File: src/rtl/irq_entry_pkg.sv
package irq_entry_pkg;
    localparam int LVL_W       = 3;
    localparam int WORD_W      = 16;
    localparam int PC_W        = 2 * WORD_W;
    localparam int FRAME_WORDS = 4;
    localparam int FRAME_BYTES = FRAME_WORDS * (WORD_W / 8);
    localparam int IDX_W       = $clog2(FRAME_WORDS);

    localparam int SR_T_HI  = 15;
    localparam int SR_T_LO  = 14;
    localparam int SR_S     = 13;
    localparam int SR_M     = 12;
    localparam int SR_MK_HI = 10;
    localparam int SR_MK_LO = 8;

    typedef enum logic [1:0] {
        ST_IDLE,
        ST_PUSH,
        ST_SWITCH,
        ST_NOTIFY
    } seq_state_e;
endpackage

File: src/rtl/irq_level_filter.sv
module irq_level_filter
    import irq_entry_pkg::*;
(
    input  logic             clk,
    input  logic             rst_n,
    input  logic [LVL_W-1:0] level,
    input  logic [LVL_W-1:0] mask,
    input  logic             idle,
    input  logic             hold,
    output logic             take,
    output logic [LVL_W-1:0] take_lvl
);
    localparam logic [LVL_W-1:0] TOP = '1;

    logic prev_top;
    logic nmi_pend;
    logic at_top;
    logic top_edge;

    assign at_top   = (level == TOP);
    assign top_edge = at_top && !prev_top;

    always_ff @(posedge clk) begin
        if (!rst_n) begin
            prev_top <= 1'b0;
            nmi_pend <= 1'b0;
        end else begin
            prev_top <= at_top;
            if (top_edge)
                nmi_pend <= 1'b1;
            else if (take && nmi_pend)
                nmi_pend <= 1'b0;
        end
    end

    assign take     = idle && !hold && (nmi_pend || (!at_top && (level > mask)));
    assign take_lvl = nmi_pend ? TOP : level;

    // a served top-level request is consumed, so a held level gives one entry
    p_nmi_consumed_r3: assert property (@(posedge clk) disable iff (!rst_n)
        (take && nmi_pend && !top_edge) |=> !nmi_pend);
endmodule

File: src/rtl/irq_frame_words.sv
module irq_frame_words
    import irq_entry_pkg::*;
(
    input  logic [WORD_W-1:0] saved_sr,
    input  logic [PC_W-1:0]   pc,
    input  logic [7:0]        vec,
    input  logic [IDX_W-1:0]  idx,
    output logic [WORD_W-1:0] word
);
    logic [WORD_W-1:0] fvo;

    assign fvo = {4'h0, 2'b00, vec, 2'b00};

    always_comb begin
        unique case (idx)
            2'd0:    word = saved_sr;
            2'd1:    word = pc[PC_W-1:WORD_W];
            2'd2:    word = pc[WORD_W-1:0];
            default: word = fvo;
        endcase
    end
endmodule

File: src/rtl/irq_entry_seq.sv
module irq_entry_seq
    import irq_entry_pkg::*;
#(
    parameter int              ADDR_W   = 32,
    parameter logic [ADDR_W-1:0] MSP_INIT = 'h1000,
    parameter logic [ADDR_W-1:0] ISP_INIT = 'h2000,
    parameter int              VEC_BASE = 24,
    parameter logic [15:0]     SR_INIT  = 16'h2700
) (
    input  logic              clk,
    input  logic              rst_n,
    input  logic [2:0]        irq_level,
    input  logic [31:0]       pc_in,
    input  logic              sr_load,
    input  logic [15:0]       sr_load_val,
    input  logic              mem_rdy,
    output logic              mem_we,
    output logic [ADDR_W-1:0] mem_addr,
    output logic [15:0]       mem_wdata,
    output logic [15:0]       sr_out,
    output logic [ADDR_W-1:0] active_sp,
    output logic              busy,
    output logic              handler_start,
    output logic [7:0]        vec_num
);
    localparam logic [ADDR_W-1:0] FRAME_B = ADDR_W'(FRAME_BYTES);
    localparam logic [7:0]        VB      = 8'(VEC_BASE);
    localparam logic [IDX_W-1:0]  LAST    = IDX_W'(FRAME_WORDS - 1);

    seq_state_e state, nxt;

    logic [WORD_W-1:0] sr, saved_sr;
    logic [ADDR_W-1:0] msp, isp, base;
    logic [PC_W-1:0]   pc_q;
    logic [LVL_W-1:0]  lvl_q;
    logic [IDX_W-1:0]  idx;
    logic              second;
    logic              take;
    logic [LVL_W-1:0]  take_lvl;
    logic              idle_w;
    logic [WORD_W-1:0] word;

    assign idle_w  = (state == ST_IDLE);
    assign vec_num = VB + {5'd0, lvl_q};

    irq_level_filter u_filt (
        .clk      (clk),
        .rst_n    (rst_n),
        .level    (irq_level),
        .mask     (sr[SR_MK_HI:SR_MK_LO]),
        .idle     (idle_w),
        .hold     (sr_load),
        .take     (take),
        .take_lvl (take_lvl)
    );

    irq_frame_words u_words (
        .saved_sr (saved_sr),
        .pc       (pc_q),
        .vec      (vec_num),
        .idx      (idx),
        .word     (word)
    );

    // next-state logic
    always_comb begin
        nxt = state;
        unique case (state)
            ST_IDLE:   if (take) nxt = ST_PUSH;
            ST_PUSH:   if (mem_rdy && idx == LAST) nxt = second ? ST_SWITCH : ST_NOTIFY;
            ST_SWITCH: nxt = ST_PUSH;
            ST_NOTIFY: nxt = ST_IDLE;
            default:   nxt = ST_IDLE;
        endcase
    end

    // state register
    always_ff @(posedge clk) begin
        if (!rst_n) state <= ST_IDLE;
        else        state <= nxt;
    end

    // datapath registers
    always_ff @(posedge clk) begin
        if (!rst_n) begin
            sr       <= SR_INIT;
            saved_sr <= '0;
            msp      <= MSP_INIT;
            isp      <= ISP_INIT;
            base     <= '0;
            pc_q     <= '0;
            lvl_q    <= '0;
            idx      <= '0;
            second   <= 1'b0;
        end else begin
            unique case (state)
                ST_IDLE: begin
                    if (sr_load) begin
                        sr <= sr_load_val;
                    end else if (take) begin
                        saved_sr <= sr;
                        pc_q     <= pc_in;
                        lvl_q    <= take_lvl;
                        sr       <= {2'b00, 1'b1, 1'b0, sr[11], take_lvl, sr[7:0]};
                        idx      <= '0;
                        if (sr[SR_M]) begin
                            msp    <= msp - FRAME_B;
                            base   <= msp - FRAME_B;
                            second <= 1'b1;
                        end else begin
                            isp    <= isp - FRAME_B;
                            base   <= isp - FRAME_B;
                            second <= 1'b0;
                        end
                    end
                end
                ST_PUSH: begin
                    if (mem_rdy) idx <= idx + 1'b1;
                end
                ST_SWITCH: begin
                    isp    <= isp - FRAME_B;
                    base   <= isp - FRAME_B;
                    second <= 1'b0;
                    idx    <= '0;
                end
                default: ;
            endcase
        end
    end

    // outputs
    always_comb begin
        mem_we        = (state == ST_PUSH);
        mem_addr      = base + {{(ADDR_W-IDX_W-1){1'b0}}, idx, 1'b0};
        mem_wdata     = word;
        handler_start = (state == ST_NOTIFY);
        busy          = !idle_w;
        sr_out        = sr;
        active_sp     = sr[SR_M] ? msp : isp;
    end

    // a stalled write keeps its address and data
    p_write_held_r8: assert property (@(posedge clk) disable iff (!rst_n)
        (mem_we && !mem_rdy) |=> (mem_we && $stable(mem_addr) && $stable(mem_wdata)));

    // the start strobe lasts one cycle
    p_start_single_r9: assert property (@(posedge clk) disable iff (!rst_n)
        handler_start |=> !handler_start);

    // acceptance raises privilege, clears trace and master, loads the mask
    p_entry_status_r4: assert property (@(posedge clk) disable iff (!rst_n)
        (idle_w && take) |=> (sr[SR_S] && !sr[SR_M] && sr[SR_T_HI:SR_T_LO] == 2'b00
                              && sr[SR_MK_HI:SR_MK_LO] == lvl_q && saved_sr == $past(sr)));

    // the second record is only written for an entry from master state
    p_copy_only_outer_r7: assert property (@(posedge clk) disable iff (!rst_n)
        (state == ST_SWITCH) |-> saved_sr[SR_M]);
endmodule

File: config.mk
export PLATFORM = sky130hd
export DESIGN_NAME = irq_entry_seq
export DESIGN_NICKNAME = d
export VERILOG_FILES = /design/src/rtl/irq_entry_pkg.sv /design/src/rtl/irq_level_filter.sv /design/src/rtl/irq_frame_words.sv /design/src/rtl/irq_entry_seq.sv
export SDC_FILE = /design/constraint.sdc
export NUM_CORES = 1
export LEC_CHECK = 0
export BUFFER_PORTS_ARGS = -buffer_cell sky130_fd_sc_hd__buf_2
export CAP_MARGIN = 20
export CORE_UTILIZATION = 40
export DETAILED_ROUTE_END_ITERATION = 10
export SETUP_SLACK_MARGIN = 0.02
export SLEW_MARGIN = 20
export SYNTH_ARGS = -nofsm -noshare
export SYNTH_HDL_FRONTEND = slang
export SYNTH_SLANG_ARGS = --single-unit
File: constraint.sdc
create_clock -name clk -period 2.8 [get_ports clk]
set_input_delay 0.7 -clock clk [delete_from_list [all_inputs] [get_ports clk]]
set_output_delay 0.7 -clock clk [all_outputs]
set_load 0.01 [all_outputs]
==> qor.csv <==
stage,metric,value,unit
synthesis,synth_common_cells,"161 x dfxtp_1, 152 x nand2_1, 122 x a21oi_1, 78 x clkbuf_1, 54 x nor2_1",
floorplanning,ios,162,
worst_setup_path,critPathLaunchType,flop,
route,dr_wl_met2,11200,um
place,hpwl,17300,um
timing,finalCriticalPeriod,2.66,ns
power_and_ir_drop,p_per_area,620,nW/um^2
route,wl_per_cell,17.0,um
timing,skew,0.0111,ns
route,post-route-drc-count,0,
worst_setup_path,arrival,1.96,ns
synthesis,synthCells,1026,
layout,drive_gt1_share,24.6,%
power_and_ir_drop,vdd_drop_max,0.000457,V
cts,clock_tree.buffer_depth,2,
synthesis,postSynthAreaPerCell,8.03,um^2
synthesis,ys_top_cells_by_area,"dfxtp_1 39%, a21oi_1 7.4%, nand2_1 6.9%",
cts,cts-root-buf,clkbuf_16,
route,wl_met3,1180,um
floorplanning,dieArea,21200,um^2
worst_setup_path,cp_top_family,compound AO/OA/AOI/OAI gates,
timing,slew_headroom,46.0,%
cts,clock_latency,0.44,ns
route,wl_met1,11800,um
synthesis,post-synth-top-count-cell,dfxtp_1,
power_and_ir_drop,p_total,6.25,mW
synthesis,yosysWarnings,0,
place,gp_congestion,0.826,
global_routing,grt_pass1_vias,7273,
cts,cts.sinks,161,
cts,clk_pin_slew,0.07,ns
timing,fmax,0.376,GHz
timing,finalSetupTns,0,ns
timing,final_max_slew_viol_count,0,
worst_setup_path,critPathKind,flop to output pin,
floorplanning,floorplan.die.width,146,um
synthesis,syn-cell-area,8240,um^2
synthesis,yosysTopAreaCellShare,39.1,%
timing,finalSetupViolations,0,
synthesis,ys_ff_latch,161,
timing,worstMarginPinSlew,0.809,ns
synthesis,synth_seq_area_share,39.1,%
floorplanning,start_util,40.7,%
worst_setup_path,path_buf_inv,2,
layout,multi_input_area,4610,um^2
route,firstDrtPassIters,6,
synthesis,synth-async-reset-ratio,0,%
run_status,status,"finished, final reports clean",
cts,cts_setup_buffers,0,
power_and_ir_drop,p_leak,4.18,nW
cts,tritoncts,yes,
floorplanning,core,20200,um^2
job,maxCapViolCount,0,
global_routing,grt_pass1_wl,39500,um
timing,finalCritPeriodShare,95.0,%
route,top_layer,met4,
timing,hold_ws,0.450,ns
route,vias,7876,
worst_setup_path,crit_chain,inv_1 -> ha_2 -> a222oi_1 -> nor2_1 -> buf_2,
place,placed_area,9460,um^2
worst_setup_path,critPathMaxStageDelay,0.46,ns
hold_path,worstHoldPathType,flop to flop,
route,viasPerCell,5.45,
timing,rsz0062_at_grt,false,
route,ant_nets,0,
timing,hold_viol,0,
worst_setup_path,cp-end-kind,output pin,
layout,seqCellArea,3230,um^2
layout,fin_area,10100,um^2
synthesis,synth.largest_area_cell,dfxtp_1,
global_routing,grt_overflow,0,
cts,cts_made_buffers,17,
worst_setup_path,crit_required,2.10,ns
route,routed_wl,24600,um
worst_setup_path,crit_path_top_delay_cell,a222oi_1,
global_routing,grt.total_usage,23.4,%
synthesis,synth_ff_type,dfxtp_1,
layout,nFillCells,1990,
synthesis,ys_types,59,
route,drtIter0Drc,618,
layout,fin_nets,1226,
global_routing,antenna_found_initial,0,
synthesis,synth-edff-count,0,
cts,ctsHoldBuffers,0,
floorplanning,die_h,146,um
layout,syn_to_final_growth,22.3,%
floorplanning,rows,52,
worst_setup_path,path_max_fanout,16,
global_routing,grt_max_degree,57,
cts,htreeDepth,4,
place,port_buffers,152,
-- placed cells by master, fill, tap and decap left out, types with 5 or more instances in the layout --
| cell type | instances |
|---|---|
| or3b_2 | 5 |
| nand3_1 | 38 |
| o21ai_0 | 46 |
| o211ai_1 | 17 |
| mux2i_1 | 16 |
| nand2b_1 | 5 |
| buf_4 | 47 |
| xnor2_1 | 33 |
| inv_8 | 6 |
| nor3_1 | 19 |
| o2111ai_1 | 8 |
| ha_1 | 7 |
| buf_2 | 152 |
| mux2_2 | 27 |
| nand2_1 | 152 |
| inv_1 | 18 |
| and2_1 | 9 |
| o31ai_1 | 17 |
| xor2_1 | 23 |
| a22oi_1 | 5 |
| or4_1 | 23 |
| buf_12 | 6 |
| a222oi_1 | 14 |
| dfxtp_1 | 159 |
| conb_1 | 9 |
| clkbuf_16 | 17 |
| nor2_1 | 54 |
| o21a_1 | 5 |
| a21oi_1 | 121 |
| nor4_1 | 11 |
| or3_1 | 33 |
| a211oi_1 | 5 |
-- area by class of cell --
type	instances	share of cell area [%]
timing repair buffer	205	12.2
tap	270	3.35
antenna	1	0.0248
clock buffer	17	4.22
inverter	20	0.757
multi-input combinational	756	45.8
clock inverter	15	1.63
sequential	161	32.0
-- per-stage QoR --
| step | setup slack (ns) | utilization [%] | cells |
|---|---|---|---|
| after floorplan | 0.0825 | - | 1033 |
| after global placement | 0.154 | 46.7 | 1412 |
| after detailed placement | 0.0893 | 46.7 | 1412 |
| after CTS | 0.0933 | 49.7 | 1444 |
| after global routing | 0.0152 | 49.8 | 1444 |
| final | 0.141 | 49.8 | 1445 |
-- state kept, by name, summed over array words and instances, names as in the netlist --
signal,count
idx,2
u_filt.nmi_pend,1
base,29
lvl_q,3
isp,29
state,2
saved_sr,16
pc_q,32
sr_out,16
u_filt.prev_top,1
second,1
msp,29
-- timing repair --
| item | 4_1_cts | 5_1_grt |
|---|---|---|
| cloned | 0 | 0 |
| gates resized for setup | 3 | 3 |
| setup endpoints to repair | 14 | 13 |
-- tightest hold or removal path, delay by kind of cell, from the launching register on --
kind / cells / cell delay, ns
compound gates: 1 / 0.05
simple gates: 1 / 0.05
flops: 1 / 0.30
-- layer usage --
| metal | vias up | track usage, % |
|---|---|---|
| met5 | - | 0 |
| met4 | 0 | 7.16 |
| met3 | 30 | 3.61 |
| met2 | 219 | 36.7 |
| met1 | 3711 | 33.0 |
| li1 | 3916 | - |
-- where the power goes --
group	internal [mW]	total (mW)	leakage (nW)	switching, mW
clock network	1.20	2.34	0.288	1.13
registers	2.42	2.54	1.31	0.116
logic	0.551	1.38	2.59	0.826
total	4.17	6.25	4.18	2.08
-- worst paths after layout --
| check | start | endpoint | slack [ns] | depth (start not counted) |
|---|---|---|---|---|
| worst max-delay path | idx[1] | mem_wdata[12] | 0.14 | 5 |
| worst min-delay path | base[8] | base[8] | 0.45 | 2 |
| worst max register to register | isp[3] | isp[18] | 0.19 | 6 |
| worst min register to register | base[8] | base[8] | 0.45 | 2 |
-- cell families after synthesis --
kind of cell               after synthesis  share of synthesized area, %
and+or+nand+nor                        377                          22.6
AOI/OAI and AO/OA                      261                          19.3
DFF                                    161                          39.1
buffers and inverters                  116                          5.82
xor gates and xnor gates                56                          5.95
muxes                                   43                          5.63
adders and majority gates               10                          1.52
other                                    2                        0.0912
Power figures use the tool's default switching activity.
